### config.mk
export PLATFORM = sky130hd
export DESIGN_NAME = pwm_cmp_pair
export DESIGN_NICKNAME = d
export VERILOG_FILES = /design/src/rtl/pwm_cmp_pkg.sv /design/src/rtl/pwm_cmp_cfg.sv /design/src/rtl/pwm_cmp_chan.sv /design/src/rtl/pwm_cmp_rdmux.sv /design/src/rtl/pwm_cmp_pair.sv
export SDC_FILE = /design/constraint.sdc
export NUM_CORES = 1
export LEC_CHECK = 0
export BUFFER_PORTS_ARGS = -buffer_cell sky130_fd_sc_hd__buf_2
export CORE_MARGIN = 2
export CORE_UTILIZATION = 25
export CTS_CLUSTER_SIZE = 10
export DETAILED_ROUTE_END_ITERATION = 6
export PLACE_DENSITY_LB_ADDON = 0.25
export SYNTH_ARGS = -nofsm -noshare
export SYNTH_HDL_FRONTEND = slang
export SYNTH_HIERARCHICAL = 1
export SYNTH_SLANG_ARGS = --single-unit
### constraint.sdc
create_clock -name clk -period 1.7 [get_ports clk]
set_clock_uncertainty 0.15 [all_clocks]
set_input_delay 0 -clock clk [delete_from_list [all_inputs] [get_ports clk]]
set_output_delay 0 -clock clk [all_outputs]
set_load 0.1 [all_outputs]
### src/rtl/pwm_cmp_pkg.sv
package pwm_cmp_pkg;
  localparam int NCH       = 2;
  localparam int MW        = 4;
  localparam int FLAG_BASE = NCH * MW;

  typedef enum logic [1:0] {
    SEL_CFG   = 2'd0,
    SEL_STG_A = 2'd1,
    SEL_STG_B = 2'd2,
    SEL_NONE  = 2'd3
  } reg_sel_e;

  typedef struct packed {
    logic sync;
    logic period;
    logic zero;
  } tmr_evt_t;

  // trigger match: freeze bit dominates, otherwise OR of enabled events
  function automatic logic trig_hit(input logic [MW-1:0] m, input tmr_evt_t e);
    return !m[MW-1] && |(m[MW-2:0] & {e.sync, e.period, e.zero});
  endfunction

  function automatic logic trig_direct(input logic [MW-1:0] m);
    return m == '0;
  endfunction
endpackage

### src/rtl/pwm_cmp_cfg.sv
module pwm_cmp_cfg
  import pwm_cmp_pkg::*;
#(
  parameter int DW = 16,
  parameter int AW = 2
) (
  input  logic              clk,
  input  logic              rst_n,
  input  logic              we,
  input  logic [AW-1:0]     waddr,
  input  logic [DW-1:0]     wdata,
  output logic [NCH*MW-1:0] methods,
  output logic [NCH-1:0]    stage_wr
);
  localparam int CFG_W = NCH * MW;

  logic [CFG_W-1:0] cfg_q;
  logic             cfg_wr;

  assign cfg_wr = we && (waddr == AW'(SEL_CFG));

  always_ff @(posedge clk or negedge rst_n) begin
    if (!rst_n) cfg_q <= '0;
    else if (cfg_wr) cfg_q <= wdata[CFG_W-1:0];
  end

  assign methods = cfg_q;

  for (genvar ch = 0; ch < NCH; ch++) begin : g_wr
    assign stage_wr[ch] = we && (waddr == AW'(ch + 1));
  end
endmodule

### src/rtl/pwm_cmp_chan.sv
module pwm_cmp_chan
  import pwm_cmp_pkg::*;
#(
  parameter int DW = 16
) (
  input  logic          clk,
  input  logic          rst_n,
  input  logic [MW-1:0] method,
  input  tmr_evt_t      evt,
  input  logic          wr,
  input  logic [DW-1:0] wdata,
  output logic [DW-1:0] act,
  output logic [DW-1:0] stage,
  output logic          pend,
  output logic          commit
);
  logic hit;
  logic direct_wr;

  assign hit       = trig_hit(method, evt);
  assign direct_wr = wr && trig_direct(method);
  assign commit    = hit && pend;

  always_ff @(posedge clk or negedge rst_n) begin
    if (!rst_n) begin
      act   <= '0;
      stage <= '0;
      pend  <= 1'b0;
    end else if (direct_wr) begin
      act   <= wdata;
      stage <= wdata;
      pend  <= 1'b0;
    end else begin
      if (commit) act <= stage;
      if (wr) begin
        stage <= wdata;
        pend  <= 1'b1;
      end else if (commit) begin
        pend  <= 1'b0;
      end
    end
  end

  AST_DIRECT_COPY: assert property (@(posedge clk) disable iff (!rst_n)
    direct_wr |=> (act == $past(wdata)) && !pend);
  AST_FREEZE_HOLDS: assert property (@(posedge clk) disable iff (!rst_n)
    method[MW-1] |=> $stable(act));
  AST_IDLE_HOLDS: assert property (@(posedge clk) disable iff (!rst_n)
    (!pend && !wr) |=> $stable(act));
  AST_COMMIT_CLEARS: assert property (@(posedge clk) disable iff (!rst_n)
    (commit && !wr) |=> !pend && (act == $past(stage)));
  AST_CLASH_OLD: assert property (@(posedge clk) disable iff (!rst_n)
    (commit && wr && !trig_direct(method)) |=> pend && (act == $past(stage)) && (stage == $past(wdata)));
endmodule

### src/rtl/pwm_cmp_rdmux.sv
module pwm_cmp_rdmux
  import pwm_cmp_pkg::*;
#(
  parameter int DW = 16,
  parameter int AW = 2
) (
  input  logic [AW-1:0]     raddr,
  input  logic [NCH*MW-1:0] methods,
  input  logic [NCH-1:0]    pend,
  input  logic [NCH*DW-1:0] stages,
  output logic [DW-1:0]     rdata
);
  logic [DW-1:0] cfg_view;

  always_comb begin
    cfg_view = '0;
    cfg_view[NCH*MW-1:0] = methods;
    cfg_view[FLAG_BASE +: NCH] = pend;
  end

  always_comb begin
    rdata = '0;
    case (raddr)
      AW'(SEL_CFG):   rdata = cfg_view;
      AW'(SEL_STG_A): rdata = stages[0 +: DW];
      AW'(SEL_STG_B): rdata = stages[DW +: DW];
      default:        rdata = '0;
    endcase
  end
endmodule

### src/rtl/pwm_cmp_pair.sv
module pwm_cmp_pair
  import pwm_cmp_pkg::*;
#(
  parameter int DW = 16,
  parameter int AW = 2
) (
  input  logic          clk,
  input  logic          rst_n,
  input  logic          bus_we,
  input  logic [AW-1:0] bus_waddr,
  input  logic [DW-1:0] bus_wdata,
  input  logic [AW-1:0] bus_raddr,
  output logic [DW-1:0] bus_rdata,
  input  logic          tmr_zero,
  input  logic          tmr_period,
  input  logic          tmr_sync,
  output logic [DW-1:0] cmp_a,
  output logic [DW-1:0] cmp_b
);
  logic [NCH*MW-1:0] methods;
  logic [NCH-1:0]    stage_wr;
  logic [NCH-1:0]    pend;
  logic [NCH-1:0]    commit;
  logic [NCH*DW-1:0] acts;
  logic [NCH*DW-1:0] stages;
  tmr_evt_t          evt;

  assign evt = '{sync: tmr_sync, period: tmr_period, zero: tmr_zero};

  pwm_cmp_cfg #(.DW(DW), .AW(AW)) u_cfg (
    .clk(clk), .rst_n(rst_n), .we(bus_we), .waddr(bus_waddr),
    .wdata(bus_wdata), .methods(methods), .stage_wr(stage_wr)
  );

  for (genvar ch = 0; ch < NCH; ch++) begin : g_ch
    pwm_cmp_chan #(.DW(DW)) u_chan (
      .clk(clk), .rst_n(rst_n),
      .method(methods[ch*MW +: MW]),
      .evt(evt),
      .wr(stage_wr[ch]),
      .wdata(bus_wdata),
      .act(acts[ch*DW +: DW]),
      .stage(stages[ch*DW +: DW]),
      .pend(pend[ch]),
      .commit(commit[ch])
    );
  end

  pwm_cmp_rdmux #(.DW(DW), .AW(AW)) u_rd (
    .raddr(bus_raddr), .methods(methods), .pend(pend),
    .stages(stages), .rdata(bus_rdata)
  );

  assign cmp_a = acts[0 +: DW];
  assign cmp_b = acts[DW +: DW];

  AST_ONE_WRITE: assert property (@(posedge clk) disable iff (!rst_n)
    $onehot0(stage_wr));
  AST_CFG_FLAGS_RO: assert property (@(posedge clk) disable iff (!rst_n)
    (bus_we && bus_waddr == AW'(SEL_CFG) && stage_wr == '0) |=> pend == $past(pend & ~commit));
endmodule

==> results.cfg, run 1 <==
[finish]
syn2layout_area_growth_pct = 42.9
insertedDiodeCount = 0
fill_cells = 1404
multi_input_area_um2 = 1840
nets = 380
seq_area_um2 = 1850
drive_gt1_share_pct = 67.4

[place]
hpwlAfterDp_um = 6590
gp_congestion = 0.688
post-place-ws_ns = -0.212
numPortBuffers = 73

[setup_path]
crit_arrival_ns = 1.95
worst-r2r-setup-slack_ns = -0.18
critPathRequiredTime_ns = 1.76
r2r-end = g_ch[1].u_chan/act[10]$_DFFE_PN0P_
endpoint_kind = register
crit_path_max_fanout = 11
path_class = reg2reg
r2r-start = u_cfg/methods[4]$_DFFE_PN0P_
start_kind = register
reg2reg_depth = 5

[detailed_routing]
first_pass_iters = 4
drc = 0
vias = 2435
drtIter0Drc = 98
vias_per_cell = 4.48
ant_nets = 0
wirelength_um = 9590
wl_per_cell_um = 17.7

[timing]
rsz0062_at_grt = true
fin_crit_ns = 1.88
tightest_slew_ns = 0.500
setup_tns_ns = -5.10
maxSlewViolCount = 0
fmax_ghz = 0.531
finalSetupViolations = 32
hold_violations = 7
maxSlewHeadroom_pct = 66.9
period_share_pct = 111
finalWorstSetupSlack_ns = -0.185
timing.hold.ws_ns = -0.0113

[hold_path]
hold_path.class = in2async

[outcome]
failed_checks = hold timing, setup timing
status = finished, violations left

[die]
die_x_um = 126
start_util_pct = 25.6
rows = 44
ios = 74
coreArea_um2 = 14500
dieArea_um2 = 15800
floorplan.die.height_um = 126

[cts]
cts.path.max_buffers = 2
clk_latency_ns = 0.33
cts_max_level = 3
cts_sinks = 74
tritoncts = built
cts.clk_slew.worst_paths_ns = 0.05
cts_root_buffer = clkbuf_16
numCtsBuffers = 9

[global_route]
grt_pass1_vias = 2644
grt_overflow = 0
grt_max_degree = 48
grt_pass1_wl_um = 15000
grt_usage_pct = 12.5
antenna_found_initial = 0

[pwr]
p_leak_nw = 2.49
powerDensity_nw_per_um2 = 1930
ir_drop_v = 0.00123

[job]
drv_cap = 0

[synthesis]
syn-mean-instance-area_um2 = 15.7
syn-num-nets = 262
postSynthCellCount = 236
synthesis.area_um2 = 3700
yosys_warnings = 6
## metal layers
layer  track usage (%)  routed length, um
met4              3.30                 93
met2              19.9               4360
met1              16.6               4650
met5                 0                  0
met3              3.74                485
## state kept, by name, indices dropped and copies added, names as in the netlist
name,flops
g_ch.u_chan/stage,32
u_cfg/methods,8
g_ch.u_chan/pend,2
g_ch.u_chan/act,32
## timing repair
action | 4_1_cts | 5_1_grt
gates resized for setup | 16 | 8
hold endpoints to repair | 146 | 0
hold buffers | 17 | 0
setup endpoints to repair | 32 | 33
pin swaps | 3 | 1
buffers inserted | 3 | 1
## area by class of cell
| type | instances | share of cell area [%] |
|---|---|---|
| Multi-Input combinational cell | 150 | 34.7 |
| Timing Repair Buffer | 119 | 20.4 |
| Sequential cell | 74 | 35.0 |
| Clock inverter | 2 | 0.662 |
| Tap cell | 184 | 4.35 |
| Clock buffer | 14 | 4.99 |
## where the power goes
group / switching (W) / internal (W)
logic: 0.00404 / 0.00153
clock network: 0.000683 / 0.00122
registers: 0.000382 / 0.00234
total: 0.00511 / 0.00509
## metrics by stage
stage	instance area, um2	util (%)	power, W	cells
2_1_floorplan	3700	-	0.00693	236
3_3_place_gp	4710	32.5	0.00807	506
3_5_place_dp	4710	32.5	0.00812	506
4_1_cts	5260	36.3	0.0103	542
5_1_grt	5300	36.6	0.0106	543
6_report	5300	36.6	0.0102	543
## cells in the final DEF (no fill, tap or decap)
| cell | instances |
|---|---|
| and3b_2 | 1 |
| buf_4 | 22 |
| buf_12 | 22 |
| dfrtp_1 | 74 |
| mux2i_1 | 8 |
| nor2_1 | 1 |
| clkinv_2 | 1 |
| buf_2 | 56 |
| mux2i_2 | 2 |
| dlygate4sd3_1 | 17 |
| nor2b_1 | 2 |
| and2b_1 | 1 |
| a22o_1 | 6 |
| clkbuf_1 | 3 |
| a222oi_1 | 2 |
| nor3b_4 | 1 |
| o2bb2ai_2 | 10 |
| o21a_1 | 2 |
| nor4_4 | 2 |
| nor2b_2 | 1 |
| nand2_1 | 1 |
| mux2_2 | 67 |
| nand2_4 | 2 |
| mux2_4 | 37 |
| nor2_2 | 2 |
| clkbuf_16 | 9 |
| a21boi_4 | 2 |
| bufinv_16 | 1 |
| clkbuf_8 | 2 |
| buf_6 | 2 |
## how the worst max path moves through the flow
| stage | cells after the start | from | endpoint |
|---|---|---|---|
| after global routing | 5 | u_cfg/methods[4]$_DFFE_PN0P_ | g_ch[1].u_chan/act[10]$_DFFE_PN0P_ |
| after global placement | 5 | u_cfg/methods[4]$_DFFE_PN0P_ | g_ch[1].u_chan/act[6]$_DFFE_PN0P_ |
| after floorplan | 5 | u_cfg/methods[0]$_DFFE_PN0P_ | g_ch[0].u_chan/act[0]$_DFFE_PN0P_ |
| final | 5 | u_cfg/methods[4]$_DFFE_PN0P_ | g_ch[1].u_chan/act[10]$_DFFE_PN0P_ |
| after detailed placement | 5 | u_cfg/methods[4]$_DFFE_PN0P_ | g_ch[1].u_chan/act[8]$_DFFE_PN0P_ |
| after CTS | 5 | u_cfg/methods[4]$_DFFE_PN0P_ | g_ch[1].u_chan/act[15]$_DFFE_PN0P_ |
## worst max-delay path, cell delays in order (launching register included)
cell	delay, ns
dfrtp_1	0.39
a222oi_1	0.41
nor2_2	0.11
a21boi_4	0.19
buf_12	0.17
mux2_2	0.34
No activity file was read; power rests on OpenSTA's default activity.
==> run 2, diff against run 1 <==
- CTS_BUF_LIST: unset -> sky130_fd_sc_hd__clkbuf_4 sky130_fd_sc_hd__clkbuf_8
==> run 2 against run 1 <==
  * The run ends with setup timing left
  * Setup slack improved by 0.011 ns
  * Critical path type unchanged
  * Count of clock-buffer cells in the layout unchanged
  * Sequential share of layout area grew 0.73 points
  * Non-clock buffer count unchanged
  * Total power is 5.1% lower
  * Hold slack better by 0.070 ns
  * Register-to-register slack barely moved
==> results.cfg, run 2 (same netlist as run 1, synthesis figures left out) <==
[cts]
clk_latency_ns = 0.35
cts_sinks = 74
cts.path.max_buffers = 2
tritoncts = built
cts_root_buffer = clkbuf_8
cts_max_level = 3
numCtsBuffers = 9
cts.clk_slew.worst_paths_ns = 0.08

[timing]
maxSlewHeadroom_pct = 66.9
rsz0062_at_grt = true
fin_crit_ns = 1.87
maxSlewViolCount = 0
tightest_slew_ns = 0.499
hold_violations = 0
fmax_ghz = 0.534
finalWorstSetupSlack_ns = -0.174
period_share_pct = 110
finalSetupViolations = 32

[place]
numPlacedInstances = 506
gp_congestion = 0.688
numPortBuffers = 73
post-place-ws_ns = -0.212
hpwlAfterDp_um = 6590

[finish]
nets = 380
drive_gt1_share_pct = 68.0
fill_cells = 1433
insertedDiodeCount = 0
fin_cells = 543
final_cell_mix = 74 x dfrtp_1, 73 x mux2_2, 56 x buf_2, 31 x mux2_4, 22 x buf_12
mostFrequentLayoutCell = dfrtp_1
syn2layout_area_growth_pct = 40.0

[pwr]
p_leak_nw = 2.42
ir_drop_v = 0.00120
powerDensity_nw_per_um2 = 1860

[setup_path]
endpoint_kind = register
slowest_delay_ns = 0.38
crit_path_cell_trace = a222oi_1, nor2_1, a21boi_4, buf_4, mux2_2
critPathTopFamily = compound AO/OA/AOI/OAI gates
crit_slowest_cell = dfrtp_1
start_kind = register
crit_path_max_fanout = 5
worst-path-buf-inv = 1
path_class = reg2reg
critPathRequiredTime_ns = 1.78
crit_arrival_ns = 1.96

[die]
ios = 74
start_util_pct = 25.6
rows = 44
die_x_um = 126
coreArea_um2 = 14500
dieArea_um2 = 15800
floorplan.die.height_um = 126

[detailed_routing]
first_pass_iters = 5
drtIter0Drc = 93
wirelength_um = 9510
ant_nets = 0
vias_per_cell = 4.41
vias = 2396
drc = 0
wl_per_cell_um = 17.5

[global_route]
grt_pass1_vias = 2605
grt_max_degree = 48
antenna_found_initial = 0
grt_overflow = 0
grt_usage_pct = 12.4
grt_pass1_wl_um = 15000

[hold_path]
hold_path.class = in2reg

[job]
drv_cap = 0

[outcome]
status = finished, violations left
failed_checks = setup timing
run 2: cell type report:
class	instances	area [um2]	share of cell area (%)
Clock inverter	2	35.0	0.676
Clock buffer	14	174	3.35
Tap cell	184	230	4.44
Multi-Input combinational cell	150	1810	35.0
Timing Repair Buffer	119	1080	20.8
Sequential cell	74	1850	35.7
run 2: path summary, 6_finish.rpt:
kind,start,end,slack (ns),cells after the start
max,u_cfg/methods[4]$_DFFE_PN0P_,g_ch[1].u_chan/act[8]$_DFFE_PN0P_,-0.17,5
min,bus_waddr[0],g_ch[1].u_chan/pend$_DFFE_PN0P_,0.06,5
max reg2reg,u_cfg/methods[4]$_DFFE_PN0P_,g_ch[1].u_chan/act[8]$_DFFE_PN0P_,-0.17,5
min reg2reg,g_ch[1].u_chan/act[11]$_DFFE_PN0P_,g_ch[1].u_chan/act[11]$_DFFE_PN0P_,0.35,1
max in group asynchronous,rst_n,g_ch[0].u_chan/stage[7]$_DFFE_PN0P_,0.28,4
min in group asynchronous,rst_n,g_ch[1].u_chan/act[14]$_DFFE_PN0P_,0.51,3
run 2: worst register-to-register path: stages, from the launching register on:
cell and delay [ns]:
dfrtp_1 0.38, a222oi_1 0.36, nor2_1 0.15, a21boi_4 0.21, buf_4 0.18, mux2_2 0.34
run 2: power by group:
part,leakage (nW),internal [W],total [W],switching (W)
clock network,0.111,0.000807,0.00144,0.000630
registers,0.883,0.00234,0.00272,0.000379
logic,1.43,0.00148,0.00552,0.00404
run 2: routing by layer:
layer  up-vias  GRT usage [%]  wire (um)  part of all wire [%]
met5         -              0          0                     0
met4         0           2.91         89                  0.94
met3         9           3.61        498                   5.2
met2        67           19.8       4330                    45
met1      1207           16.6       4600                    48
li1       1113              -          -                     -
run 2: per-stage QoR:
| step | util (%) | hold slack, ns | setup TNS, ns | area, um2 | power, W |
|---|---|---|---|---|---|
| 3_3_place_gp | 32.5 | -0.190 | -4.99 | 4710 | 0.00807 |
| 4_1_cts | 35.7 | 0.0433 | -5.74 | 5160 | 0.00975 |
| 5_1_grt | 35.8 | 0.0688 | -9.17 | 5190 | 0.0101 |
| 3_5_place_dp | 32.5 | -0.189 | -5.82 | 4710 | 0.00812 |
| 6_report | 35.8 | 0.0588 | -5.06 | 5190 | 0.00967 |
| 2_1_floorplan | - | -0.446 | -2.65 | 3700 | 0.00693 |
run 2: repair_timing:
| action | CTS | global route |
|---|---|---|
| setup endpoints to repair | 33 | 35 |
| hold buffers | 18 | 0 |
| gates resized for setup | 12 | 6 |
| buffers inserted | 3 | 0 |
| pin swaps | 4 | 2 |
| endpoints found under the hold margin | 146 | 0 |
